<file path="src/rtl/bmp_pkg.sv">
package bmp_pkg;
  typedef enum logic [1:0] {
    ACC_IDLE  = 2'd0,
    ACC_LOAD  = 2'd1,
    ACC_STORE = 2'd2
  } acc_kind_e;
endpackage

</file>
<file path="src/rtl/bmp_req_decode.sv">
module bmp_req_decode
  import bmp_pkg::*;
#(
  parameter int ADDR_W = 16,
  parameter int DATA_W = 16,
  localparam int LANES = DATA_W / 8,
  localparam int LANE_BITS = $clog2(LANES)
) (
  input  logic [ADDR_W-1:0]           addr,
  input  logic                        narrow,
  input  logic                        rd,
  input  logic                        wr,
  output acc_kind_e                   kind,
  output logic                        misaligned,
  output logic [ADDR_W-LANE_BITS-1:0] word_addr,
  output logic [LANE_BITS-1:0]        offset
);
  // A store wins when both strobes are high.
  always_comb begin
    if (wr)      kind = ACC_STORE;
    else if (rd) kind = ACC_LOAD;
    else         kind = ACC_IDLE;
  end

  assign offset     = addr[LANE_BITS-1:0];
  assign word_addr  = addr[ADDR_W-1:LANE_BITS];
  assign misaligned = (kind != ACC_IDLE) && !narrow && (offset != '0);
endmodule

</file>
<file path="src/rtl/bmp_store_steer.sv">
module bmp_store_steer #(
  parameter int DATA_W = 16,
  localparam int LANES = DATA_W / 8,
  localparam int LANE_BITS = $clog2(LANES)
) (
  input  logic                 active,
  input  logic                 narrow,
  input  logic [LANE_BITS-1:0] offset,
  input  logic [DATA_W-1:0]    wdata,
  output logic [LANES-1:0]     be,
  output logic [DATA_W-1:0]    lane_wdata
);
  // Big-endian: byte offset k lives in lane LANES-1-k.
  for (genvar i = 0; i < LANES; i++) begin : g_lane
    localparam int OFF = LANES - 1 - i;
    logic hit;
    assign hit = (offset == OFF[LANE_BITS-1:0]);
    assign be[i] = active && (narrow ? hit : 1'b1);
    assign lane_wdata[i*8 +: 8] = narrow ? wdata[7:0] : wdata[i*8 +: 8];
  end
endmodule

</file>
<file path="src/rtl/bmp_load_select.sv">
module bmp_load_select #(
  parameter int DATA_W = 16,
  localparam int LANES = DATA_W / 8,
  localparam int LANE_BITS = $clog2(LANES)
) (
  input  logic                 valid,
  input  logic                 narrow,
  input  logic [LANE_BITS-1:0] offset,
  input  logic [DATA_W-1:0]    mem_rdata,
  output logic [DATA_W-1:0]    rdata
);
  logic [7:0] byte_v;

  always_comb begin
    byte_v = '0;
    for (int i = 0; i < LANES; i++) begin
      if (offset == LANE_BITS'(LANES - 1 - i)) byte_v = mem_rdata[i*8 +: 8];
    end
    if (!valid)      rdata = '0;
    else if (narrow) rdata = {{(DATA_W-8){1'b0}}, byte_v};
    else             rdata = mem_rdata;
  end
endmodule

</file>
<file path="src/rtl/bytemem_port.sv">
module bytemem_port
  import bmp_pkg::*;
#(
  parameter int ADDR_W = 16,
  parameter int DATA_W = 16,
  localparam int LANES = DATA_W / 8,
  localparam int LANE_BITS = $clog2(LANES),
  localparam int WADDR_W = ADDR_W - LANE_BITS
) (
  input  logic               clk,
  input  logic               rst,
  input  logic [ADDR_W-1:0]  cpu_addr,
  input  logic               cpu_byte,
  input  logic               cpu_rd,
  input  logic               cpu_wr,
  input  logic [DATA_W-1:0]  cpu_wdata,
  output logic [DATA_W-1:0]  cpu_rdata,
  output logic               cpu_ready,
  output logic               cpu_misalign,
  output logic [WADDR_W-1:0] mem_addr,
  output logic               mem_en,
  output logic               mem_we,
  output logic [LANES-1:0]   mem_be,
  output logic [DATA_W-1:0]  mem_wdata,
  input  logic [DATA_W-1:0]  mem_rdata
);
  acc_kind_e            kind;
  logic                 misaligned;
  logic [LANE_BITS-1:0] offset;
  logic                 issue;

  // Completion state for the access the SRAM is serving.
  logic                 ready_q;
  logic                 fault_q;
  logic                 load_q;
  logic                 narrow_q;
  logic [LANE_BITS-1:0] off_q;

  bmp_req_decode #(.ADDR_W(ADDR_W), .DATA_W(DATA_W)) decode_i (
    .addr       (cpu_addr),
    .narrow     (cpu_byte),
    .rd         (cpu_rd),
    .wr         (cpu_wr),
    .kind       (kind),
    .misaligned (misaligned),
    .word_addr  (mem_addr),
    .offset     (offset)
  );

  assign issue  = (kind != ACC_IDLE) && !misaligned;
  assign mem_en = issue;
  assign mem_we = issue && (kind == ACC_STORE);

  bmp_store_steer #(.DATA_W(DATA_W)) steer_i (
    .active     (issue),
    .narrow     (cpu_byte),
    .offset     (offset),
    .wdata      (cpu_wdata),
    .be         (mem_be),
    .lane_wdata (mem_wdata)
  );

  always_ff @(posedge clk) begin
    if (rst) begin
      ready_q  <= 1'b0;
      fault_q  <= 1'b0;
      load_q   <= 1'b0;
      narrow_q <= 1'b0;
      off_q    <= '0;
    end else begin
      ready_q  <= (kind != ACC_IDLE);
      fault_q  <= misaligned;
      load_q   <= issue && (kind == ACC_LOAD);
      narrow_q <= cpu_byte;
      off_q    <= offset;
    end
  end

  bmp_load_select #(.DATA_W(DATA_W)) select_i (
    .valid     (load_q),
    .narrow    (narrow_q),
    .offset    (off_q),
    .mem_rdata (mem_rdata),
    .rdata     (cpu_rdata)
  );

  assign cpu_ready    = ready_q;
  assign cpu_misalign = fault_q;
endmodule

</file>
<file path="config.mk">
export PLATFORM = sky130hd
export DESIGN_NAME = bytemem_port
export DESIGN_NICKNAME = d
export VERILOG_FILES = /design/src/rtl/bmp_pkg.sv /design/src/rtl/bmp_req_decode.sv /design/src/rtl/bmp_store_steer.sv /design/src/rtl/bmp_load_select.sv /design/src/rtl/bytemem_port.sv
export SDC_FILE = /design/constraint.sdc
export NUM_CORES = 1
export LEC_CHECK = 0
export ABC_AREA = 1
export ABC_CLOCK_PERIOD_IN_PS = 800
export BUFFER_PORTS_ARGS = -buffer_cell sky130_fd_sc_hd__buf_4
export CAP_MARGIN = 20
export CORE_UTILIZATION = 26
export DETAILED_ROUTE_END_ITERATION = 16
export PLACE_DENSITY_LB_ADDON = 0.15
export SLEW_MARGIN = 10
export SYNTH_ARGS = -nofsm -noshare
export SYNTH_HDL_FRONTEND = slang
export SYNTH_SLANG_ARGS = --single-unit
</file>
<file path="constraint.sdc">
create_clock -name clk -period 0.8 [get_ports clk]
set_input_delay 0.08 -clock clk [delete_from_list [all_inputs] [get_ports clk]]
set_output_delay 0.08 -clock clk [all_outputs]
set_load 0.02 [all_outputs]
</file>
==> summary.md, run 1 <==
| Metric | Value |
|---|---|
| Leak | `0.736 nW` |
| Tcrit/Tclk final | `1.48` |
| Min-Delay Path Class | `in2reg` |
| Hold Crit Start | `rst` |
| WL final | `2.00 mm` |
| Area of the multi-input gates | `417 um^2` |
| Power Total | `1.22 mW` |
| Grt ovf | `0` |
| Initial core utilization | `0.274` |
| GPL Wtd Cong | `0.686` |
| CP Cell Sequence | `inv_4 -> nor2_4 -> nor2_1 -> nor2_2 -> buf_4` |
| Die Height | `53.1 um` |
| CP top delay family | `flip-flops` |
| Final Hold Fails | `0` |
| Proportion of layout cells with a drive suffix above 1 | `0.616` |
| Critical Path AT | `1.10 ns` |
| Worst Hold Slack | `0.0289 ns` |
| Root Driver | `clkbuf_4` |
| Sequential cell area fraction in the yosys report | `0.147` |
| Routed Antenna Nets | `0` |
| Pin count of the biggest net entering global routing | `10` |
| Synthesized cell area | `679 um^2` |
| DRC Markers | `0` |
| Mean Syn Cell Area | `5.44 um^2` |
| Worst path max stage delay | `0.36 ns` |
| Crit. End Element | `output pin` |
| Area grow syn2layout | `97.2%` |
| FILL cells | `251` |
| Worst hold path cell count | `2` |
| Achievable clock frequency | `845 MHz` |
| Crit path depth | `5` |
| Crit path launch | `narrow_q` |
| Vias/cell | `4.14` |
| Initial DRC count | `8` |
| Peak VDD IR | `1010 uV` |
| First-pass GRT wire length | `3.06 mm` |
| Antenna fix cells | `0` |
| Core Region | `2480 um^2` |
| Final setup fails | `16` |
| CP Launch Type | `flop` |
| CTS tree | `done` |
| FF+latch area | `105 um^2` |
| Max-slew violation count | `0` |
| Worst EP required | `0.72 ns` |
| Seq cells post-synth | `5` |
| GRT Util Overall | `0.144` |
| Clk slew on worst S/H paths | `0.04 ns` |
| Most frequent cells in the layout | `buf_4 (81), nand2_1 (33), nor2_1 (14)` |
| Max cap viols | `0` |
| Syn Inst Count | `125` |
| Routed len/inst | `9.09 um` |
| Die X-Extent | `53.1 um` |
| Yosys cell types | `14` |
| Slew @ Worst Pin | `0.244 ns` |
| RSZ-0062 raised after global routing | `true` |
| Slowest stage cell, crit path | `dfxtp_4` |
| Status | `finished with violations` |
| HPWL Detailed | `1.76 mm` |
| Ys Warns | `0` |
| P per Cell Area | `912 nW/um^2` |
| Port bufs | `75` |
| CTS buffer count | `3` |
| Antenna violations before repair | `0` |
| Worst-path fanout max | `8` |
| Count of buffer and inverter cells on the critical path | `2` |
| I/O Pins | `106` |
| Crit path setup slack, layout | `-0.383 ns` |
| Failing checks | `negative setup slack` |
| Mapped Nets | `178` |
| Period minus WS final | `1.18 ns` |
| CTS max path bufs | `2` |
| Via count | `911` |
| Vias in the first global route | `780` |
| H-Tree Depth | `1` |
| NumNets Final | `244` |
| Most common cell after layout, fill and taps aside | `buf_4` |
| Clk sink count | `5` |
| Num rows | `18` |
| Max-slew headroom | `0.837` |
| # hold bufs at CTS | `0` |
| Die area | `2820 um^2` |
| Crit Path Category | `reg2out` |
| First-pass DRT Iterations | `3` |
[layout make-up]
cell class              instances  share of cell area
clock buffers                   4              0.0196
inverters                      15              0.0458
multi-input cells              79               0.311
flip-flops and latches          5              0.0784
well taps                      30              0.0280
repair buffers                 87               0.517
[repair_timing]
action,CTS,global route
endpoints found under the hold margin,0,0
endpoints found under the setup margin,16,18
buffers inserted,0,0
gates resized for setup,2,7
pin swaps,0,1
[state kept, by name (all words and copies together) (netlist names)]
signal / flops
off_q: 1
load_q: 1
narrow_q: 1
cpu_ready: 1
cpu_misalign: 1
[metal layers]
metal | GRT usage | vias up | wire length, um | share of wire
met5 | 0 | - | 0 | 0
met3 | 0.0546 | 0 | 209 | 0.10
met4 | 0.0307 | 0 | 0 | 0
met1 | 0.142 | 388 | 702 | 0.35
li1 | - | 474 | - | -
met2 | 0.281 | 49 | 1090 | 0.54
[synth_stat cells (all sizes together)]
master  count  area share
inv        15       0.087
dfxtp       5        0.15
buf        26        0.29
nand3       9       0.066
a21oi       1      0.0074
nor3        1      0.0074
nor2       32        0.19
nand2      36        0.20
[power breakdown]
group          leakage, nW  switching, mW  internal (mW)
clock               0.0150         0.0957          0.188
sequential          0.0423         0.0101          0.262
combinational        0.679          0.327          0.339
[stage by stage]
| step | util | instance area [um^2] | setup TNS [ns] | setup WS, ns | cells |
|---|---|---|---|---|---|
| floorplan | - | 774 | -1.64 | -0.137 | 125 |
| global placement | 0.521 | 1290 | -1.79 | -0.146 | 216 |
| detailed placement | 0.521 | 1290 | -1.95 | -0.170 | 216 |
| CTS | 0.532 | 1320 | -5.92 | -0.395 | 220 |
| global route | 0.541 | 1340 | -6.80 | -0.472 | 220 |
| finish | 0.541 | 1340 | -5.71 | -0.383 | 220 |
[logic make-up after synthesis]
kind of cell,share of synthesized area
AND/OR/NAND/NOR,0.464
flip-flops,0.147
AO/OA/AOI/OAI,0.00736
buffers and inverters,0.381
[final timing paths]
path | endpoint | slack (ns)
max | cpu_rdata[0] | -0.38
min | narrow_q | 0.03
Note: power is estimated with default switching activity, not from simulation.
==> run 2: changes to the inputs <==
==> constraint.sdc (replaced) <==
create_clock -name clk -period 0.8 [get_ports clk]
set_input_delay 0.16 -clock clk [delete_from_list [all_inputs] [get_ports clk]]
set_output_delay 0.16 -clock clk [all_outputs]
set_load 0.02 [all_outputs]
==> run 2 against run 1 <==
Net effect: the flow still finishes with violations (negative setup slack); utilization up 12 points; sequential power up 1%; wire length up 16%; first-iteration DRC count down 38%; via count up 7.1%; count of clock-buffer cells in the layout unchanged; clock power about the same; global-route usage up 1.7 points; power up 14%; worst setup slack worse by 0.096 ns; fmax down 7.5%; die area unchanged; critical path type unchanged; critical endpoint is now cpu_rdata[1]; largest power group unchanged.
==> summary.md, run 2 (synthesis results as in run 1) <==
| Metric | Value |
|---|---|
| Final setup fails | `28 (was 16)` |
| Count of buffer and inverter cells on the critical path | `2 (unchanged)` |
| Leak | `0.844 nW (was 0.736 nW)` |
| Clk sink count | `5 (unchanged)` |
| Status | `finished with violations (unchanged)` |
| Slew @ Worst Pin | `0.195 ns (was 0.244 ns)` |
| Max-slew violation count | `0 (unchanged)` |
| Grt ovf | `0 (unchanged)` |
| DRC Markers | `0 (unchanged)` |
| First-pass DRT Iterations | `4 (was 3)` |
| Power Total | `1.40 mW (was 1.22 mW)` |
| Min-Delay Path Class | `in2reg (unchanged)` |
| Port bufs | `75 (unchanged)` |
| Crit. End Element | `output pin (unchanged)` |
| Initial core utilization | `0.274 (unchanged)` |
| Crit Path Category | `reg2out (unchanged)` |
| Combinational share of power | `0.599 (was 0.545)` |
| Via count | `976 (was 911)` |
| Failing checks | `negative setup slack (unchanged)` |
| Max cap viols | `0 (unchanged)` |
| Antenna fix cells | `0 (unchanged)` |
| Clock network power share | `0.203 (was 0.232)` |
| Vias in the first global route | `910 (was 780)` |
| HPWL Detailed | `1.83 mm (was 1.76 mm)` |
| Proportion of layout cells with a drive suffix above 1 | `0.764 (was 0.616)` |
| Root Driver | `clkbuf_4 (unchanged)` |
| CTS buffer count | `3 (unchanged)` |
| Core Region | `2480 um^2 (unchanged)` |
| Post-DP Area | `1330 um^2 (was 1290 um^2)` |
| Peak VDD IR | `719 uV (was 1010 uV)` |
| WL final | `2.31 mm (was 2.00 mm)` |
| GRT Util Overall | `0.161 (was 0.144)` |
| Area grow syn2layout | `142% (was 97.2%)` |
| P per Cell Area | `851 nW/um^2 (was 912 nW/um^2)` |
| Most frequent cells in the layout | `buf_4 (60), buf_6 (33), nand2_2 (15) (was buf_4 (81), nand2_1 (33), nor2_1 (14))` |
| Die X-Extent | `53.1 um (unchanged)` |
| # hold bufs at CTS | `0 (unchanged)` |
| CP Launch Type | `flop (unchanged)` |
| Max-slew headroom | `0.870 (was 0.837)` |
| Antenna violations before repair | `0 (unchanged)` |
| Die Height | `53.1 um (unchanged)` |
| Worst EP required | `0.64 ns (was 0.72 ns)` |
| Pin count of the biggest net entering global routing | `9 (was 10)` |
| Period minus WS final | `1.28 ns (was 1.18 ns)` |
| Sw Share | `0.360 (was 0.354)` |
| CTS tree | `done (unchanged)` |
| GPL Wtd Cong | `0.766 (was 0.686)` |
| Worst path max stage delay | `0.35 ns (was 0.36 ns)` |
| Achievable clock frequency | `782 MHz (was 845 MHz)` |
| CP Cell Sequence | `buf_4 -> nand3_1 -> nand2_1 -> nor2_2 -> buf_4 (was inv_4 -> nor2_4 -> nor2_1 -> nor2_2 -> buf_4)` |
| Die area | `2820 um^2 (unchanged)` |
| Worst-path fanout max | `5 (was 8)` |
| CP top delay family | `flip-flops (unchanged)` |
| Vias/cell | `4.26 (was 4.14)` |
| Initial DRC count | `5 (was 8)` |
| Routed len/inst | `10.1 um (was 9.09 um)` |
| Reg power frac | `0.198 (was 0.223)` |
| Tcrit/Tclk final | `1.60 (was 1.48)` |
| Crit path setup slack, layout | `-0.479 ns (was -0.383 ns)` |
| Critical Path AT | `1.12 ns (was 1.10 ns)` |
| RSZ-0062 raised after global routing | `true (unchanged)` |
| I/O Pins | `106 (unchanged)` |
| CTS max path bufs | `2 (unchanged)` |
| FILL cells | `215 (was 251)` |
| Sw power | `0.503 mW (was 0.433 mW)` |
| Num rows | `18 (unchanged)` |
| Routed Antenna Nets | `0 (unchanged)` |
| Final Hold Fails | `0 (unchanged)` |
| H-Tree Depth | `1 (unchanged)` |
| Top cell by count, worst path | `buf_4` |
| First-pass GRT wire length | `3.37 mm (was 3.06 mm)` |
| Slowest stage cell, crit path | `dfxtp_4 (unchanged)` |
| NumNets Final | `253 (was 244)` |
| Internal Power | `0.895 mW (was 0.789 mW)` |
| Clk slew on worst S/H paths | `0.04 ns (about the same)` |
| Finished layout cell area | `1640 um^2 (was 1340 um^2)` |
| Most common cell after layout, fill and taps aside | `buf_4 (unchanged)` |
==> run 2: repair_timing <==
action,4_1_cts,5_1_grt
setup buffers,2,1
pin swaps,10,10
gates resized for setup,59,19
setup endpoints to repair,29,29
==> run 2: power by group through the flow <==
stage / Sequential, mW / Clock (mW) / Combinational [mW]
6_report: 0.276 / 0.284 / 0.838
5_1_grt: 0.277 / 0.315 / 0.892
4_1_cts: 0.277 / 0.291 / 0.806
3_5_place_dp: 0.278 / 0 / 0.684
3_3_place_gp: 0.277 / 0 / 0.674
2_1_floorplan: 0.279 / 0 / 0.457
==> run 2: final cells by class <==
class / instances / area (um^2) / area share
Tap cell: 30 / 37.5 / 0.0229
Sequential cell: 5 / 109 / 0.0663
Multi-Input combinational cell: 79 / 518 / 0.316
Inverter: 15 / 73.8 / 0.0450
Timing Repair Buffer: 96 / 877 / 0.534
Clock buffer: 4 / 26.3 / 0.0160
==> run 2: worst paths after layout <==
check	from	endpoint	cells past startpoint
min	rst	narrow_q	2
max	narrow_q	cpu_rdata[1]	5
==> run 2: metrics by stage <==
step	hold WS [ns]	setup TNS, ns	worst slack [ns]	util	std cells
2_1_floorplan	0.225	-2.96	-0.217	-	125
5_1_grt	0.0987	-8.57	-0.569	0.663	229
6_report	0.104	-7.35	-0.479	0.663	229
3_3_place_gp	0.320	-3.67	-0.223	0.536	222
4_1_cts	0.0999	-7.40	-0.483	0.632	228
3_5_place_dp	0.320	-4.22	-0.261	0.536	222
==> run 2: metal layers <==
layer / global-route usage / part of all wire / up-vias
li1: - / - / 498
met1: 0.137 / 0.30 / 411
met2: 0.333 / 0.58 / 67
met3: 0.0632 / 0.12 / 0
met4: 0.0439 / 0 / 0
met5: 0 / 0 / -
